--- src/rtl/conv_rate_pkg.sv ---
// Shared constants for the standby conversion rate divider.
// Assumes byte-wide register access and two sensing channels.
package conv_rate_pkg;
    localparam int DATA_W      = 8;
    localparam int DIV_W       = 5;
    localparam int ADDR_W      = 2;
    localparam int NUM_CH      = 2;
    localparam int FIELD_RESET = 1;
endpackage

--- src/rtl/crd_regs.sv ---
// Divider setting registers.
// One register per channel stage: stage i sits at address i, holds a
// DIV_W-bit ratio field and resets to FIELD_RESET. Upper bits read as zero.
// Assumes a single-cycle write strobe; read data is combinational.
module crd_regs
    import conv_rate_pkg::*;
#(
    parameter int NREG  = NUM_CH,
    parameter int FW    = DIV_W,
    parameter int AW    = ADDR_W
) (
    input  logic                     clk,
    input  logic                     rst_n,
    input  logic [AW-1:0]            addr,
    input  logic                     wr_en,
    input  logic [DATA_W-1:0]        wdata,
    output logic [DATA_W-1:0]        rdata,
    output logic [NREG-1:0][FW-1:0]  fields,
    output logic                     wr_hit
);
    localparam int PAD_W = DATA_W - FW;

    logic [NREG-1:0] sel;
    logic            unused_hi;

    // Upper write bits are reserved and dropped.
    assign unused_hi = ^wdata[DATA_W-1:FW];

    for (genvar g = 0; g < NREG; g++) begin : g_reg
        // Address decode for this register.
        assign sel[g] = (addr == AW'(g));

        // Field storage with reset value.
        always_ff @(posedge clk) begin
            if (!rst_n) begin
                fields[g] <= FW'(FIELD_RESET);
            end else if (wr_en && sel[g]) begin
                fields[g] <= wdata[FW-1:0];
            end
        end
    end

    // A write counts as a hit only when it lands on a mapped register.
    assign wr_hit = wr_en && (|sel);

    // Read multiplexer; unmapped addresses return zero.
    always_comb begin
        rdata = '0;
        for (int i = 0; i < NREG; i++) begin
            if (sel[i]) begin
                rdata = {{PAD_W{1'b0}}, fields[i]};
            end
        end
    end
endmodule

--- src/rtl/crd_stage.sv ---
// One divider stage.
// Counts incoming ticks while run is high and passes every ratio-th tick.
// A ratio of zero acts as one. The count is held at zero while run is low
// and cleared whenever clr is high; a tick in a clear cycle is dropped.
module crd_stage #(
    parameter int W = 5
) (
    input  logic         clk,
    input  logic         rst_n,
    input  logic         run,
    input  logic         clr,
    input  logic         tick_in,
    input  logic [W-1:0] ratio,
    output logic         pass_o
);
    logic [W-1:0] cnt_q;
    logic [W-1:0] eff_ratio;
    logic         at_last;
    logic         counting;

    // Zero ratio is promoted to one.
    assign eff_ratio = (ratio == '0) ? W'(1) : ratio;
    assign at_last   = (cnt_q == eff_ratio - W'(1));
    assign counting  = run && !clr && tick_in;
    assign pass_o    = counting && at_last;

    // Tick counter with restart on clear or when idle.
    always_ff @(posedge clk) begin
        if (!rst_n || !run || clr) begin
            cnt_q <= '0;
        end else if (counting) begin
            cnt_q <= at_last ? '0 : cnt_q + W'(1);
        end
    end
endmodule

--- src/rtl/conv_rate_div.sv ---
// Standby conversion rate divider, top level.
// A chain of divider stages: stage 0 divides the base tick by the shared
// ratio, stage 1 divides what stage 0 passes by the channel 2 ratio.
// Channel c strobes on the output of stage c while in standby and on every
// tick otherwise. Strobes are registered, one cycle after the tick.
// Assumes tick_i and standby_i are synchronous to clk.
module conv_rate_div
    import conv_rate_pkg::*;
#(
    parameter int RATIO_W = DIV_W,
    parameter int REG_AW  = ADDR_W
) (
    input  logic                clk,
    input  logic                rst_n,
    input  logic [REG_AW-1:0]   reg_addr,
    input  logic                reg_wr_en,
    input  logic [DATA_W-1:0]   reg_wdata,
    output logic [DATA_W-1:0]   reg_rdata,
    input  logic                standby_i,
    input  logic                tick_i,
    output logic                ch1_start_o,
    output logic                ch2_start_o
);
    logic [NUM_CH-1:0][RATIO_W-1:0] ratio_fld;
    logic [NUM_CH:0]                chain;
    logic [NUM_CH-1:0]              start_q;
    logic                           wr_hit;
    logic [RATIO_W-1:0]             shared_fld;

    crd_regs #(
        .NREG (NUM_CH),
        .FW   (RATIO_W),
        .AW   (REG_AW)
    ) u_regs (
        .clk    (clk),
        .rst_n  (rst_n),
        .addr   (reg_addr),
        .wr_en  (reg_wr_en),
        .wdata  (reg_wdata),
        .rdata  (reg_rdata),
        .fields (ratio_fld),
        .wr_hit (wr_hit)
    );

    assign chain[0]   = tick_i;
    assign shared_fld = ratio_fld[0];

    for (genvar c = 0; c < NUM_CH; c++) begin : g_ch
        crd_stage #(
            .W (RATIO_W)
        ) u_stage (
            .clk     (clk),
            .rst_n   (rst_n),
            .run     (standby_i),
            .clr     (wr_hit),
            .tick_in (chain[c]),
            .ratio   (ratio_fld[c]),
            .pass_o  (chain[c+1])
        );

        // Strobe register: divided in standby, every tick when active.
        always_ff @(posedge clk) begin
            if (!rst_n) begin
                start_q[c] <= 1'b0;
            end else begin
                start_q[c] <= standby_i ? chain[c+1] : tick_i;
            end
        end
    end

    assign ch1_start_o = start_q[0];
    assign ch2_start_o = start_q[NUM_CH-1];
endmodule

--- config.mk ---
export PLATFORM = sky130hd
export DESIGN_NAME = conv_rate_div
export DESIGN_NICKNAME = d
export VERILOG_FILES = /design/src/rtl/conv_rate_pkg.sv /design/src/rtl/crd_regs.sv /design/src/rtl/crd_stage.sv /design/src/rtl/conv_rate_div.sv
export SDC_FILE = /design/constraint.sdc
export NUM_CORES = 1
export LEC_CHECK = 0
export ABC_AREA = 1
export BUFFER_PORTS_ARGS = -buffer_cell sky130_fd_sc_hd__buf_4
export CORE_UTILIZATION = 50
export CTS_BUF_LIST = sky130_fd_sc_hd__clkbuf_16
export CTS_CLUSTER_DIAMETER = 40
export DETAILED_ROUTE_END_ITERATION = 8
export GPL_TIMING_DRIVEN = 1
export PLACE_DENSITY = 0.77
export SYNTH_ARGS = -nofsm -noshare
export SYNTH_HDL_FRONTEND = slang
export SYNTH_SLANG_ARGS = --single-unit
export TNS_END_PERCENT = 100
--- constraint.sdc ---
create_clock -name clk -period 2.4 [get_ports clk]
set_input_delay 0.12 -clock clk [delete_from_list [all_inputs] [get_ports clk]]
set_output_delay 0.12 -clock clk [all_outputs]
set_load 0.005 [all_outputs]
---- Yosys cells after proc, flatten, opt, wreduce, memory -nomap -nowiden ----
Index checks and enable logic that the tools add are counted.
storage, ports and cells
  input port bits ......................... 15
  logic and storage cells ................. 38
  output and inout bits ................... 10
  register bits after elaboration ......... 22
cells by class
  add/subtract/negate cells ............... 4
  equality and inequality tests ........... 3
  reductions and logical operators ........ 17
  multiplexer cells ....................... 8
operators by type and width
  operator                                             number
  2-to-1 mux 5 bit                                     6
  adder 5 x 1 -> 5 bit, second input constant          2
  equality test 5 bit                                  2
  zero test 5 bit                                      2
  subtractor 5 x 1 -> 5 bit, second input constant     2
  logical AND 1 bit                                    8
  zero test 1 bit                                      3
  equality test 2 x 1 -> 1 bit, second input constant  1
  zero test 2 bit                                      1
  logical OR 1 bit                                     2
  2-to-1 mux 1 bit                                     2
  OR reduction 2 bit                                   1

---- Logic depth before layout (Yosys ltp) ----
Gate-level depths: netlist (run 1).
  depth in word-level cells ............... 10
  mapped depth ............................ 16
  gate-level depth less buffers ........... 16

---- Cells and area by module ----
A second synthesis (run 1) with hierarchy kept.
second synthesis, totals
  cell total of the unflattened synthesis .. 234
  area total of the unflattened synthesis .. 1447.6 µm²
modules (own cells, without submodules)
  module         seq. area each (µm²)  instances  area an instance (µm²)  cells each
  crd_stage      100.1                 2          424.2                   71
  crd_regs       200.2                 1          530.5                   83
  conv_rate_div  40.0                  1          68.8                    9

---- Worst setup path after synthesis (run 1) ----
Ideal clock, no wire load.
  kind .................................... flip-flop to flip-flop
  start point ............................. register u_regs.fields[2] in the netlist's numbering
  end point ............................... register g_ch[1].u_stage.cnt_q[3]
  required time ........................... 2.291 ns
  stages on the path, launching flop included .. 17
  slack ................................... 0.540 ns
  arrival time ............................ 1.752 ns
  path buffers ............................ 0
  clock period less this slack ............ 1.860 ns
  setup time .............................. 0.109 ns
  cell sequence ........................... dfxtp_1 -> nor2_2 -> nand3_1 -> nand2_1 -> inv_1 -> ha_1 -> inv_1 -> nand2_1 -> nand2_1 -> nor2_4 -> nand3_2 -> nor2_4 -> nand3_4 -> nand2_4 -> nand2_4 -> nand2_1 -> inv_1
between the ends
  cells in the longest elaborated chain, start to end .. 6
ends and longest elaborated chain
  element                            RTL line         source
  from (decl)                        crd_regs.sv:18   output logic [NREG-1:0][FW-1:0] fields,
  from (signal, indexed assignment)  crd_regs.sv:36   fields[g] <= FW'(FIELD_RESET);
  from (signal, indexed assignment)  crd_regs.sv:38   fields[g] <= wdata[FW-1:0];
  zero test 5 bit                    crd_stage.sv:22  assign eff_ratio = (ratio == '0) ? W'(1) : ratio;
  2-to-1 mux 5 bit *                 crd_stage.sv:22
  subtractor 5 x 1 -> 5 bit *        crd_stage.sv:23  assign at_last = (cnt_q == eff_ratio - W'(1));
  equality test 5 bit *              crd_stage.sv:23
  logical AND 1 bit *                crd_stage.sv:25  assign pass_o = counting && at_last;
  logical AND 1 bit *                crd_stage.sv:24  assign counting = run && !clr && tick_in;
  to (signal assigned)               crd_stage.sv:32  cnt_q <= at_last ? '0 : cnt_q + W'(1);
  to (decl)                          crd_stage.sv:16  logic [W-1:0] cnt_q;
Every way passes the cells marked *; elsewhere a longest branch is shown, timed or not.
A chain may end at the register's enable or synchronous reset.

---- Worst setup path in the final report (run 1) ----
  start point ............................. register u_regs.fields[0] in the netlist's numbering
  end point ............................... register g_ch[1].u_stage.cnt_q[3]
Same word-level chain as after synthesis.

==> impl_metrics.toml, run 1 <==
[sta]
skew_ps = 1.53
finalHoldViolCount = 0
fin_tns_setup_ps = 0
period_share_pct = 85.6
period_needed_ps = 2050
rsz0062_at_grt = "no"
drv_slew = 0
setup_slack_ps = 346
finalSetupViolCount = 0
fmax_ghz = 0.487

[drt]
drtPass1Iterations = 4
viasPerCell = 5.04
antenna_left = 0
vias = 1330
drc_errors = 0
drt_wl_total_um = 2710
wl_per_cell_um = 10.3
first_iter_violations = 23

[setup_path]
startpoint_type = "flop"
endpoint_kind = "flop"
reg2reg_depth = 16
crit_arrival_ps = 2210
path_class = "flop to flop"
worstReg2RegEnd = "g_ch[1].u_stage.cnt_q[3]$_SDFFE_PP0P_"
critPathLaunch = "u_regs.fields[0]$_SDFFE_PN1P_"
crit_fanout = 6
required_ps = 2550
r2r_slack_ps = 350
rr_startpoint = "u_regs.fields[0]$_SDFFE_PN1P_"
crit_end = "g_ch[1].u_stage.cnt_q[3]$_SDFFE_PP0P_"

[placement]
gp_congestion = 0.809
place_area_um2 = 1590
dpl_worst_slack_ps = 365
dpl.hpwl_um = 2200
numPortBuffers = 18

[floorplanning]
io_pins = 25
start_util_pct = 52.5
dieArea_um2 = 3090
fp.dieW_um = 55.6
core_area_um2 = 2730
die_y_um = 55.6
rows = 19

[layout]
layout-drive-gt1-share_pct = 18.0
antenna_cells = 0
syn_to_final_growth_pct = 16.0
finish.net_count = 254
stdcell_area_um2 = 1670

[synthesis]
synth-seq-area-share_pct = 30.7
synth_top_cell_by_area = "dfxtp_1"
syn_avg_cell_area_um2 = 6.71
synth-edff-count = 0
synth_most_common_cell = "nand2_1"
synth_area_leaders = "dfxtp_1, nand2_1, inv_1"
synthTopCellsByCount = "nand2_1, inv_1, dfxtp_1, nor2_1, nand3_1"
synthCells = 214
synthArstFlopShare_pct = 0
yosysWarnings = 0
synth_cell_type_count = 25
yosys_most_used_dff = "dfxtp_1"
netlist.area_leader.share_pct = 30.7
syn_area_um2 = 1440
synth-seq-cells = 22

[grt]
use_met1_pct = 27.0
busiest_layer = "met2"
use_met3_pct = 3.49
grt_remaining_overflow = 0
grtUsageTotal_pct = 19.3
grt_pass1_vias = 1099
grt_pass1_wl_um = 4800
grt_max_degree = 12
use_met2_pct = 30.6
grt_antenna_before_repair = 0

[run]
maxCapViolCount = 0

[clock_tree]
ctsLongestPathBuffers = 2
cts_buffers = 3
cts_root_buffer = "clkbuf_16"
cts_hold_buf = 0
cts_tree = "done"
cts_resized = 0
insertion_delay_ps = 250
clkSinkCount = 22
cts.reportedPaths.clkPinSlew_ps = 50
post_cts_buffers = 0
htree_levels = 1

[power]
power_density_nw_per_um2 = 527
peakVddDrop_uv = 460
p_leak_nw = 0.790

[run_status]
status = "finished, final reports clean"

[hold_path]
min_path_type = "input port to flop"
## worst min-delay path by stage
| stage | cells past startpoint | startpoint | endpoint | slack, ps |
|---|---|---|---|---|
| finish | 3 | reg_wdata[0] | u_regs.fields[5]$_SDFFE_PN1P_ | 90 |
| global route | 3 | reg_wdata[0] | u_regs.fields[0]$_SDFFE_PN1P_ | 100 |
| global placement | 3 | reg_wdata[0] | u_regs.fields[5]$_SDFFE_PN1P_ | 350 |
| CTS | 3 | reg_wdata[0] | u_regs.fields[5]$_SDFFE_PN1P_ | 100 |
| detailed placement | 3 | reg_wdata[0] | u_regs.fields[5]$_SDFFE_PN1P_ | 350 |
| floorplan | 2 | reg_wdata[0] | u_regs.fields[0]$_SDFFE_PN1P_ | 250 |
## sequential cells by signal, summed over array words and instances, names as in the netlist
| signal | cells |
|---|---|
| u_regs.fields | 10 |
| g_ch.u_stage.cnt_q | 10 |
| ch2_start_o | 1 |
| ch1_start_o | 1 |
## where the power goes
group	internal, mW	switching, mW
logic	0.0609	0.0922
clock network	0.220	0.118
registers	0.378	0.00985
total	0.659	0.220
## layout make-up
class                           count  area [µm²]
Sequential cell                    22         440
Inverter                           39         146
Multi-Input combinational cell    151         831
Clock buffer                        3        75.1
Tap cell                           31        38.8
Fill cell                         257        1070
Timing Repair Buffer               18         135
## layer usage
metal  up-vias  wire, µm
li1        714         -
met1       596      1300
met2        16      1300
met3         4        84
met4         0        24
met5         -         0
## cells in the final DEF (no fill, tap or decap), types with 5 or more instances in the layout
cell type	instances
a21oi_1	9
buf_4	18
dfxtp_1	22
inv_1	35
nand2_1	48
nand3_1	19
nor2_1	22
o21ai_0	11
o22ai_1	6
xor2_1	5
## per-stage QoR
step / util [%] / hold WS, ps / power [mW] / cells
2_1_floorplan: - / 250 / 0.505 / 216
3_3_place_gp: 58.2 / 355 / 0.547 / 261
3_5_place_dp: 58.2 / 355 / 0.549 / 261
4_1_cts: 61.0 / 97.3 / 0.888 / 264
5_1_grt: 61.0 / 99.5 / 0.929 / 264
6_report: 61.0 / 94.3 / 0.879 / 264
## logic make-up (layout without fill, tap and decap cells)
logic type                 after synthesis  in the layout  share of synthesized area, %
AOI/OAI and AO/OA                       29             29                          11.1
xor gates and xnor gates                 5              5                          3.05
adders and majority gates                4              4                          3.48
buffers and inverters                   43             60                          12.0
DFF                                     22             22                          30.7
other                                    1              3                         0.261
and+or+nand+nor                        110            110                          39.4
## critical path, stage by stage, from the launching register on
cell and delay, ps:
dfxtp_1 330, nor2_2 150, nand3_1 120, nand2_1 100, inv_1 50, ha_1 290
inv_1 40, nand2_1 50, nand2_1 70, nor2_4 130, nand3_2 90, nor2_4 120
nand3_4 110, nand2_4 130, nand2_4 70, nand2_1 60, inv_1 30
(Power assumes the default switching activity.)
==> inputs of run 2 (changes only) <==
Settings changed: REMOVE_ABC_BUFFERS set to 1.
==> run 2 against run 1 <==
  * Die area unchanged
  * Critical endpoint unchanged
  * Total power increased by 2.0%
  * Clock-buffer cell count is the same
  * Global-route usage increased by 1.5 points
  * Worst setup slack worse by 31 ps
==> impl_metrics.toml, run 2 (synthesized netlist as in run 1, its figures left out) <==
[floorplanning]
fp.dieW_um = 55.6
die_y_um = 55.6
core_area_um2 = 2730
io_pins = 25
start_util_pct = 52.5
rows = 19
dieArea_um2 = 3090

[clock_tree]
clkSinkCount = 22
htree_levels = 1
ctsLongestPathBuffers = 2
cts_hold_buf = 0
post_cts_buffers = 0
cts.reportedPaths.clkPinSlew_ps = 60
cts_resized = 0
cts_tree = "done"
cts_root_buffer = "clkbuf_16"
insertion_delay_ps = 260
cts_buffers = 3

[setup_path]
path_class = "flop to flop"
crit_fanout = 6
crit_chain = "nor2_2, nand3_1, nand2_1, inv_1, ha_1, inv_1, nand2_1, nand2_1, nor2_4, nand3_2, nor2_4, nand3_4, nand2_4, nand2_4, nand2_1, inv_1"
crit_slowest_cell = "dfxtp_1"
required_ps = 2560
critPathMostFrequentCell = "nand2_1"
crit_arrival_ps = 2240
slowest_delay_ps = 340
endpoint_kind = "flop"
startpoint_type = "flop"

[hold_path]
min_path_type = "input port to flop"

[sta]
drv_slew = 0
hold_slack_ps = 95.8
finalHoldViolCount = 0
fmax_ghz = 0.480
period_needed_ps = 2090
finalSetupViolCount = 0
fin_tns_setup_ps = 0
period_share_pct = 86.9
skew_ps = 3.50
rsz0062_at_grt = "no"
setup_slack_ps = 315

[layout]
finish.net_count = 254
layout_common_cells = "nand2_1, inv_1, nor2_1, dfxtp_1, nand3_1"
antenna_cells = 0
reg.largest.list = "g_ch.u_stage.cnt_q (10), u_regs.fields (10)"
layout-drive-gt1-share_pct = 17.9
syn_to_final_growth_pct = 16.3
nFillCells = 255
mostFrequentLayoutCell = "nand2_1"

[grt]
grt_max_degree = 13
grt_antenna_before_repair = 0
grtUsageTotal_pct = 20.8
grt_pass1_wl_um = 5180
grt_pass1_vias = 1259
grt_remaining_overflow = 0

[placement]
gp_congestion = 0.862
dpl.hpwl_um = 2240
numPortBuffers = 18
dpl_worst_slack_ps = 359

[power]
power.total_mw = 0.896
p_leak_nw = 0.791
peakVddDrop_uv = 428
power_density_nw_per_um2 = 536

[run_status]
status = "finished, final reports clean"

[drt]
viasPerCell = 4.93
first_iter_violations = 40
wl_per_cell_um = 10.8
vias = 1307
antenna_left = 0
drtPass1Iterations = 4
drt_wl_total_um = 2870
drc_errors = 0

[run]
maxCapViolCount = 0
-- run 2: worst paths after layout --
path / from / end / slack [ps] / depth (start not counted)
worst min-delay path: reg_wdata[0] / u_regs.fields[0]$_SDFFE_PN1P_ / 100 / 3
worst min register to register: u_regs.fields[8]$_SDFFE_PN0P_ / u_regs.fields[8]$_SDFFE_PN0P_ / 530 / 2
worst max-delay path: u_regs.fields[2]$_SDFFE_PN0P_ / g_ch[1].u_stage.cnt_q[3]$_SDFFE_PP0P_ / 310 / 16
worst max register to register: u_regs.fields[2]$_SDFFE_PN0P_ / g_ch[1].u_stage.cnt_q[3]$_SDFFE_PP0P_ / 310 / 16
-- run 2: routing by layer --
metal	GRT usage, %	routed length, µm
met1	26.6	1340
met2	35.1	1410
met3	3.72	79
met4	7.14	40
met5	0	0
-- run 2: critical path, delay by kind of cell, from the launching register on --
| kind | cells | cell delay [ps] |
|---|---|---|
| fa+ha+maj | 1 | 290 |
| simple gates | 12 | 1210 |
| flops | 1 | 340 |
| buf+inv | 3 | 130 |
-- run 2: power by group --
part	switching [mW]	leakage, nW	internal, mW
logic	0.0938	0.574	0.0611
registers	0.00978	0.179	0.378
clock network	0.131	0.0385	0.222
-- run 2: stage by stage --
| stage | utilization [%] | instance area [µm²] | instances |
|---|---|---|---|
| detailed placement | 58.2 | 1590 | 261 |
| CTS | 61.1 | 1670 | 265 |
| global route | 61.1 | 1670 | 265 |
| global placement | 58.2 | 1590 | 261 |
| floorplan | - | 1420 | 212 |
| finish | 61.1 | 1670 | 265 |
-- run 2: cell type report --
cell class,instances,area [µm²],area share (%)
clock buffers,3,75.1,4.49
inverters,39,146,8.76
multi-input cells,151,831,49.7
repair buffers,18,135,8.09
well taps,31,38.8,2.32
flip-flops and latches,22,440,26.4
clock inverters,1,3.75,0.225
